**src/rtl/adc_cal_pkg.sv**
```systemverilog
package adc_cal_pkg;
   typedef struct packed {
      logic cs_fall;
      logic cs_rise;
      logic sclk_fall;
   } frm_evt_t;
endpackage

```
**src/rtl/frm_edge_det.sv**
```systemverilog
module frm_edge_det
   import adc_cal_pkg::*;
(
   input  logic     clk,
   input  logic     rst_n,
   input  logic     cs_n,
   input  logic     sclk,
   output frm_evt_t evt
);
   logic cs_q, sclk_q;

   always_ff @(posedge clk or negedge rst_n) begin
      if (!rst_n) begin
         cs_q   <= 1'b1;
         sclk_q <= 1'b0;
      end else begin
         cs_q   <= cs_n;
         sclk_q <= sclk;
      end
   end

   always_comb begin
      evt.cs_fall   = cs_q & ~cs_n;
      evt.cs_rise   = ~cs_q & cs_n;
      evt.sclk_fall = sclk_q & ~sclk & ~cs_n & cs_q == 1'b0;
   end

   p_evt_excl_r2: assert property (@(posedge clk) disable iff (!rst_n)
      $onehot0({evt.cs_fall, evt.cs_rise, evt.sclk_fall}));
endmodule

```
**src/rtl/frm_edge_cnt.sv**
```systemverilog
module frm_edge_cnt #(
   parameter int unsigned CNT_MAX = 33,
   localparam int unsigned CNT_W = $clog2(CNT_MAX + 1)
) (
   input  logic             clk,
   input  logic             rst_n,
   input  logic             frame_start,
   input  logic             edge_hit,
   output logic [CNT_W-1:0] cnt_nxt,
   output logic [CNT_W-1:0] cnt_q
);
   localparam logic [CNT_W-1:0] LIMIT = CNT_W'(CNT_MAX);

   always_comb begin
      cnt_nxt = cnt_q;
      if (frame_start)
         cnt_nxt = '0;
      else if (edge_hit && cnt_q != LIMIT)
         cnt_nxt = cnt_q + 1'b1;
   end

   always_ff @(posedge clk or negedge rst_n) begin
      if (!rst_n) cnt_q <= '0;
      else        cnt_q <= cnt_nxt;
   end

   p_cnt_sat_r7: assert property (@(posedge clk) disable iff (!rst_n)
      (cnt_q == LIMIT && !frame_start) |=> cnt_q == LIMIT);
   p_cnt_restart_r3: assert property (@(posedge clk) disable iff (!rst_n)
      frame_start |=> cnt_q == '0);
endmodule

```
**src/rtl/ofs_corr.sv**
```systemverilog
module ofs_corr #(
   parameter int unsigned CODE_W   = 12,
   parameter int unsigned OFS_W    = 8,
   parameter bit          SATURATE = 1'b1
) (
   input  logic                    clk,
   input  logic                    rst_n,
   input  logic                    commit,
   input  logic signed [OFS_W-1:0] meas_ofs,
   input  logic [CODE_W-1:0]       raw_code,
   output logic [CODE_W-1:0]       corr_code
);
   localparam int unsigned DIFF_W = CODE_W + 2;
   localparam logic signed [DIFF_W-1:0] TOP = DIFF_W'((1 << CODE_W) - 1);

   logic signed [OFS_W-1:0]  ofs_q;
   logic signed [DIFF_W-1:0] diff;

   always_ff @(posedge clk or negedge rst_n) begin
      if (!rst_n)      ofs_q <= '0;
      else if (commit) ofs_q <= meas_ofs;
   end

   assign diff = $signed({2'b00, raw_code}) - DIFF_W'(ofs_q);

   generate
      if (SATURATE) begin : g_sat
         always_comb begin
            if (diff < 0)        corr_code = '0;
            else if (diff > TOP) corr_code = '1;
            else                 corr_code = diff[CODE_W-1:0];
         end
      end else begin : g_wrap
         assign corr_code = diff[CODE_W-1:0];
      end
   endgenerate

   p_ofs_hold_r6: assert property (@(posedge clk) disable iff (!rst_n)
      !commit |=> $stable(ofs_q));
   p_ofs_load_r7: assert property (@(posedge clk) disable iff (!rst_n)
      commit |=> ofs_q == $past(meas_ofs));
endmodule

```
**src/rtl/ser_shift.sv**
```systemverilog
module ser_shift #(
   parameter int unsigned CODE_W = 12,
   parameter int unsigned CNT_W  = 6
) (
   input  logic              clk,
   input  logic              rst_n,
   input  logic              frame_start,
   input  logic              frame_end,
   input  logic              edge_hit,
   input  logic              mute,
   input  logic [CNT_W-1:0]  cnt_nxt,
   input  logic [CODE_W-1:0] code,
   output logic              sdo_d,
   output logic              sdo_oe
);
   localparam logic [CNT_W-1:0] FIRST_BIT = CNT_W'(2);
   localparam logic [CNT_W-1:0] LAST_BIT  = CNT_W'(CODE_W + 1);

   logic [CODE_W-1:0] shreg;
   logic              in_window;

   assign in_window = cnt_nxt >= FIRST_BIT && cnt_nxt <= LAST_BIT;

   always_ff @(posedge clk or negedge rst_n) begin
      if (!rst_n) begin
         shreg  <= '0;
         sdo_d  <= 1'b0;
         sdo_oe <= 1'b0;
      end else if (frame_start) begin
         shreg  <= code;
         sdo_d  <= 1'b0;
         sdo_oe <= 1'b1;
      end else if (frame_end) begin
         sdo_d  <= 1'b0;
         sdo_oe <= 1'b0;
      end else if (edge_hit) begin
         if (in_window) begin
            sdo_d <= shreg[CODE_W-1] & ~mute;
            shreg <= {shreg[CODE_W-2:0], 1'b0};
         end else begin
            sdo_d <= 1'b0;
         end
      end
   end

   p_tail_low_r4: assert property (@(posedge clk) disable iff (!rst_n)
      (edge_hit && cnt_nxt > LAST_BIT) |=> !sdo_d);
endmodule

```
**src/rtl/adc_cal_seq.sv**
```systemverilog
module adc_cal_seq
   import adc_cal_pkg::*;
#(
   parameter int unsigned CODE_W        = 12,
   parameter int unsigned OFS_W         = 8,
   parameter int unsigned FIRST_CAL_CLK = 16,
   parameter int unsigned NORM_CAL_CLK  = 32,
   parameter bit          SATURATE      = 1'b1
) (
   input  logic              clk,
   input  logic              rst_n,
   input  logic              cs_n,
   input  logic              sclk,
   input  logic [CODE_W-1:0] raw_code,
   input  logic [OFS_W-1:0]  meas_ofs,
   output logic              sdo_d,
   output logic              sdo_oe
);
   localparam int unsigned CNT_MAX = NORM_CAL_CLK + 1;
   localparam int unsigned CNT_W   = $clog2(CNT_MAX + 1);
   localparam logic [CNT_W-1:0] FIRST_HIT = CNT_W'(FIRST_CAL_CLK);
   localparam logic [CNT_W-1:0] NORM_HIT  = CNT_W'(NORM_CAL_CLK);

   initial begin
      if (OFS_W >= CODE_W)
         $error("offset width must be narrower than the code width");
      if (FIRST_CAL_CLK < 1 || FIRST_CAL_CLK > NORM_CAL_CLK)
         $error("first-frame calibration count out of range");
      if (NORM_CAL_CLK <= CODE_W + 1)
         $error("normal calibration must end after the data bits");
   end

   frm_evt_t         evt;
   logic [CNT_W-1:0] cnt_nxt, cnt_q;
   logic [CODE_W-1:0] corr_code;
   logic             first_frame;
   logic             commit;

   frm_edge_det u_edge (
      .clk   (clk),
      .rst_n (rst_n),
      .cs_n  (cs_n),
      .sclk  (sclk),
      .evt   (evt)
   );

   frm_edge_cnt #(.CNT_MAX(CNT_MAX)) u_cnt (
      .clk         (clk),
      .rst_n       (rst_n),
      .frame_start (evt.cs_fall),
      .edge_hit    (evt.sclk_fall),
      .cnt_nxt     (cnt_nxt),
      .cnt_q       (cnt_q)
   );

   always_ff @(posedge clk or negedge rst_n) begin
      if (!rst_n)           first_frame <= 1'b1;
      else if (evt.cs_rise) first_frame <= 1'b0;
   end

   assign commit = evt.sclk_fall && cnt_q != cnt_nxt &&
                   (first_frame ? cnt_nxt == FIRST_HIT : cnt_nxt == NORM_HIT);

   ofs_corr #(.CODE_W(CODE_W), .OFS_W(OFS_W), .SATURATE(SATURATE)) u_ofs (
      .clk       (clk),
      .rst_n     (rst_n),
      .commit    (commit),
      .meas_ofs  ($signed(meas_ofs)),
      .raw_code  (raw_code),
      .corr_code (corr_code)
   );

   ser_shift #(.CODE_W(CODE_W), .CNT_W(CNT_W)) u_shift (
      .clk         (clk),
      .rst_n       (rst_n),
      .frame_start (evt.cs_fall),
      .frame_end   (evt.cs_rise),
      .edge_hit    (evt.sclk_fall),
      .mute        (first_frame),
      .cnt_nxt     (cnt_nxt),
      .code        (corr_code),
      .sdo_d       (sdo_d),
      .sdo_oe      (sdo_oe)
   );

   p_hiz_idle_r1: assert property (@(posedge clk) disable iff (!rst_n)
      cs_n |=> !sdo_oe);
   p_fall_low_r2: assert property (@(posedge clk) disable iff (!rst_n)
      $fell(cs_n) |=> sdo_oe && !sdo_d);
   p_first_mute_r5: assert property (@(posedge clk) disable iff (!rst_n)
      (first_frame && !cs_n) |=> !sdo_d);
   p_sticky_r11: assert property (@(posedge clk) disable iff (!rst_n)
      !first_frame |=> !first_frame);
endmodule

```
**config.mk**
```make
export PLATFORM = sky130hd
export DESIGN_NAME = adc_cal_seq
export DESIGN_NICKNAME = d
export VERILOG_FILES = /design/src/rtl/adc_cal_pkg.sv /design/src/rtl/frm_edge_det.sv /design/src/rtl/frm_edge_cnt.sv /design/src/rtl/ofs_corr.sv /design/src/rtl/ser_shift.sv /design/src/rtl/adc_cal_seq.sv
export SDC_FILE = /design/constraint.sdc
export NUM_CORES = 1
export LEC_CHECK = 0
export BUFFER_PORTS_ARGS = -buffer_cell sky130_fd_sc_hd__buf_2
export CORE_MARGIN = 2
export CORE_UTILIZATION = 40
export CTS_CLUSTER_SIZE = 30
export DETAILED_ROUTE_END_ITERATION = 8
export PLACE_DENSITY = 0.54
export SYNTH_ARGS = -nofsm -noshare
export SYNTH_HDL_FRONTEND = slang
export SYNTH_HIERARCHICAL = 1
export SYNTH_SLANG_ARGS = --single-unit
```
**constraint.sdc**
```tcl
create_clock -name clk -period 6.09 [get_ports clk]
set_input_delay 0.3045 -clock clk [delete_from_list [all_inputs] [get_ports clk]]
set_output_delay 0.3045 -clock clk [all_outputs]
set_load 0.005 [all_outputs]
```
==> metrics.md <==
| Metric | Value |
|---|---|
| Mapped Avg Cell Area | `around 8.8 µm²` |
| Setup violations, final | `0` |
| Vias in the first global route | `1737` |
| Area Overhead vs Synth | `12.0%` |
| CORE AREA | `roughly 5500 µm²` |
| R2R Path End | `u_ofs/ofs_q[0]$_DFFE_PN0P_` |
| Clock slew at reported path FFs | `0.07 ns` |
| EDFF count, synth | `0` |
| Clock Skew | `0.00235 ns` |
| Largest net degree at the start of global routing | `37` |
| CTS tree | `built` |
| Vias | `1848` |
| Global-route wire length before repair | `8270 µm` |
| Wire per inst | `13.1 µm` |
| Final #Nets | `327` |
| Reg-to-Reg Start | `u_edge/cs_q$_DFF_PN1_` |
| CP startpoint kind | `flip-flop` |
| Hold Vio Cnt, Final | `0` |
| End of the critical path | `u_ofs/ofs_q[0]$_DFFE_PN0P_` |
| Initial DRC Count | `139` |
| Max-slew headroom | `0.296` |
| Global Route Usage Sum | `0.165` |
| Mapped Nets | `301` |
| Critical path fanouts, max | `15` |
| Final Max Tran Viols | `0` |
| Gate Count Post-Synth | `~260` |
| Io pins | `26` |
| Final wirelength | `4710 µm` |
| Sequential Power Share | `0.478` |
| Fin Setup TNS | `0 ns` |
| Vias per Instance | `5.13` |
| Multi-input gate area | `1430 µm²` |
| Clock Tree Buf Depth | `2` |
| Min-delay worst type | `primary input to asynchronous set/reset pin` |
| Antenna Cells | `0` |
| Commonest non-fill, non-tap cells in the layout | `a21oi_1, nand2_1, dfrtp_1` |
| Worst R2R Path Depth | `8` |
| Crit path from | `u_edge/cs_q$_DFF_PN1_` |
| Die Area | `roughly 6400 µm²` |
| Fmax | `0.256 GHz` |
| Synth warnings | `6` |
| CTS Buf Count | `5` |
| Switch share | `0.260` |
| Yosys cell types | `53` |
| TritonCTS Sinks | `31` |
| Kind of critical path | `flip-flop to flip-flop` |
| Cell row count | `27` |
| RSZ-0062 raised after global routing | `false` |
| Clk root buf | `clkbuf_8` |
| # resized after CTS | `0` |
| Maximum VDD drop | `0.0000689 V` |
| Ys async rst share | `1.00` |
| H-tree depth | `2` |
| Seq cells post-synth | `31` |
| RD Place Congestion | `0.780` |
| Internal | `roughly 0.00035 W` |
| Leakage | `1.24 nW` |
| WP data arrival | `approximately 4.1 ns` |
| TritonRoute pass-1 iters | `4` |
| Grt ovf | `0` |
| Routed Antenna Nets | `0` |
| Sequential fraction of the synthesis area | `0.337` |
| Pwr Density | `185 nW/µm²` |
| Die W | `between 70 and 80 µm` |
| FF-to-FF setup slack | `about 2.2 ns` |
| Worst Path Required | `approximately 6.3 ns` |
| Port buffer count | `25` |
| Worst-Margin Slew | `around 1.1 ns` |
| Fill cell count | `553` |
| Initial antenna violation count | `0` |
| Hold bufs inserted after CTS | `0` |
| Status | `finished, final reports clean` |
| Postcts setup bufs | `0` |
| Die extent in y | `79.9 µm` |
| Main synth FF type | `dfrtp_1` |
| Commonest non-fill, non-tap cell in the layout | `a21oi_1` |
| Drt drc | `0` |
| Hpwl dp | `3460 µm` |
| Tmin final | `3.90 ns` |
| Logic pwr share | `0.142` |
| Post-Syn Area | `2310 µm²` |
| Max-cap violation count | `0` |
| Clk pwr share | `0.381` |
| Crit share post-route | `0.641` |
| Initial Utilization | `0.416` |
| Switching Power | `0.000124 W` |
| Register area | `778 µm²` |
| Layout cells sized above 1 | `0.177` |
| Pwr Total | `0.000477 W` |
| CP Capture Type | `flip-flop` |
| Clock latency on the worst-skew pair | `0.28 ns` |
==> cell usage after synthesis, drive strengths merged, types with 2 or more instances <==
| master | n | share of area |
|---|---|---|
| a21o | 5 | 0.016 |
| a21oi | 42 | 0.093 |
| a31oi | 3 | 0.0081 |
| a32oi | 2 | 0.0076 |
| and2 | 2 | 0.0054 |
| and2b | 3 | 0.0098 |
| buf | 4 | 0.011 |
| clkbuf | 3 | 0.0092 |
| dfrtp | 29 | 0.31 |
| dfstp | 2 | 0.023 |
| ha | 15 | 0.081 |
| inv | 15 | 0.024 |
| nand2 | 30 | 0.049 |
| nand2b | 2 | 0.0054 |
| nand3 | 6 | 0.013 |
| nand4 | 3 | 0.011 |
| nor2 | 13 | 0.021 |
| nor2b | 15 | 0.041 |
| nor3 | 3 | 0.0087 |
| nor3b | 4 | 0.013 |
| o2111ai | 2 | 0.010 |
| o211ai | 2 | 0.0065 |
| o21ai | 13 | 0.030 |
| o22ai | 3 | 0.0081 |
| or3 | 2 | 0.0054 |
| or4b | 2 | 0.0087 |
| xnor2 | 9 | 0.037 |
| xor2 | 10 | 0.038 |
==> final cells by class <==
| cell class | count | area share |
|---|---|---|
| Inverter | 15 | 0.0218 |
| Clock buffer | 8 | 0.0387 |
| Timing Repair Buffer | 26 | 0.0513 |
| Multi-Input combinational cell | 208 | 0.552 |
| Tap cell | 72 | 0.0348 |
| Sequential cell | 31 | 0.301 |
==> critical path, stage by stage, from the launching register on <==
cell      delay [ns]
dfstp_2         0.37
nor4b_2         0.84
nand4_2         0.22
or3_1           0.40
a21oi_1         0.39
nor3b_1         0.24
o211ai_1        0.11
a31oi_1         0.78
mux2_2          0.42
==> cells by family (layout without fill, tap and decap cells) <==
family,after synthesis,in the layout,synth area share
AOI/OAI and AO/OA,77,77,0.212
xor gates and xnor gates,19,19,0.0754
adders and majority gates,16,16,0.0900
buffers and inverters,22,49,0.0450
DFF,31,31,0.337
muxes,2,2,0.00922
and+or+nand+nor,94,94,0.232
==> flip-flops by register name (all words and copies together), names as in the netlist <==
signal	cells
u_edge/sclk_q	1
u_cnt/cnt_q	6
u_shift/shreg	12
u_shift/sdo_oe	1
first_frame	1
u_edge/cs_q	1
u_shift/sdo_d	1
u_ofs/ofs_q	8
==> worst min-delay path by stage <==
stage,slack (ns),endpoint
after floorplan,0.009,u_cnt/cnt_q[0]$_DFF_PN0_
after global placement,0.41,u_cnt/cnt_q[1]$_DFF_PN0_
after detailed placement,0.41,u_shift/sdo_d$_DFFE_PN0P_
after CTS,0.10,u_shift/sdo_d$_DFFE_PN0P_
after global routing,0.12,u_cnt/cnt_q[0]$_DFF_PN0_
final,0.08,u_shift/sdo_d$_DFFE_PN0P_
==> metal layers <==
metal / vias to the layer above / track usage / routed length, µm
met1: 838 / 0.233 / 2370
met4: 0 / 0.0576 / 31
li1: 974 / - / -
met5: - / 0 / 0
met2: 34 / 0.247 / 2140
met3: 2 / 0.0339 / 176
==> metrics by stage <==
step                cell area (µm²)  hold slack (ns)  setup WS (ns)  std cells  utilization
finish                         2580           0.0773           2.19        360        0.467
global route                   2580            0.121           1.77        360        0.467
CTS                            2580            0.104           2.17        360        0.467
detailed placement             2480            0.412           2.11        352        0.449
global placement               2480            0.415           2.22        352        0.449
floorplan                      2310          0.00891           3.10        261            -
==> power groups by stage <==
stage / Combinational, W / Clock, W / Sequential, W
after floorplan: 0.0000461 / 0 / 0.000230
after global placement: 0.0000681 / 0 / 0.000232
after detailed placement: 0.0000676 / 0 / 0.000232
after CTS: 0.0000682 / 0.000189 / 0.000228
after global routing: 0.0000775 / 0.000198 / 0.000230
final: 0.0000676 / 0.000182 / 0.000228
Note: power is estimated with default switching activity, not from simulation.
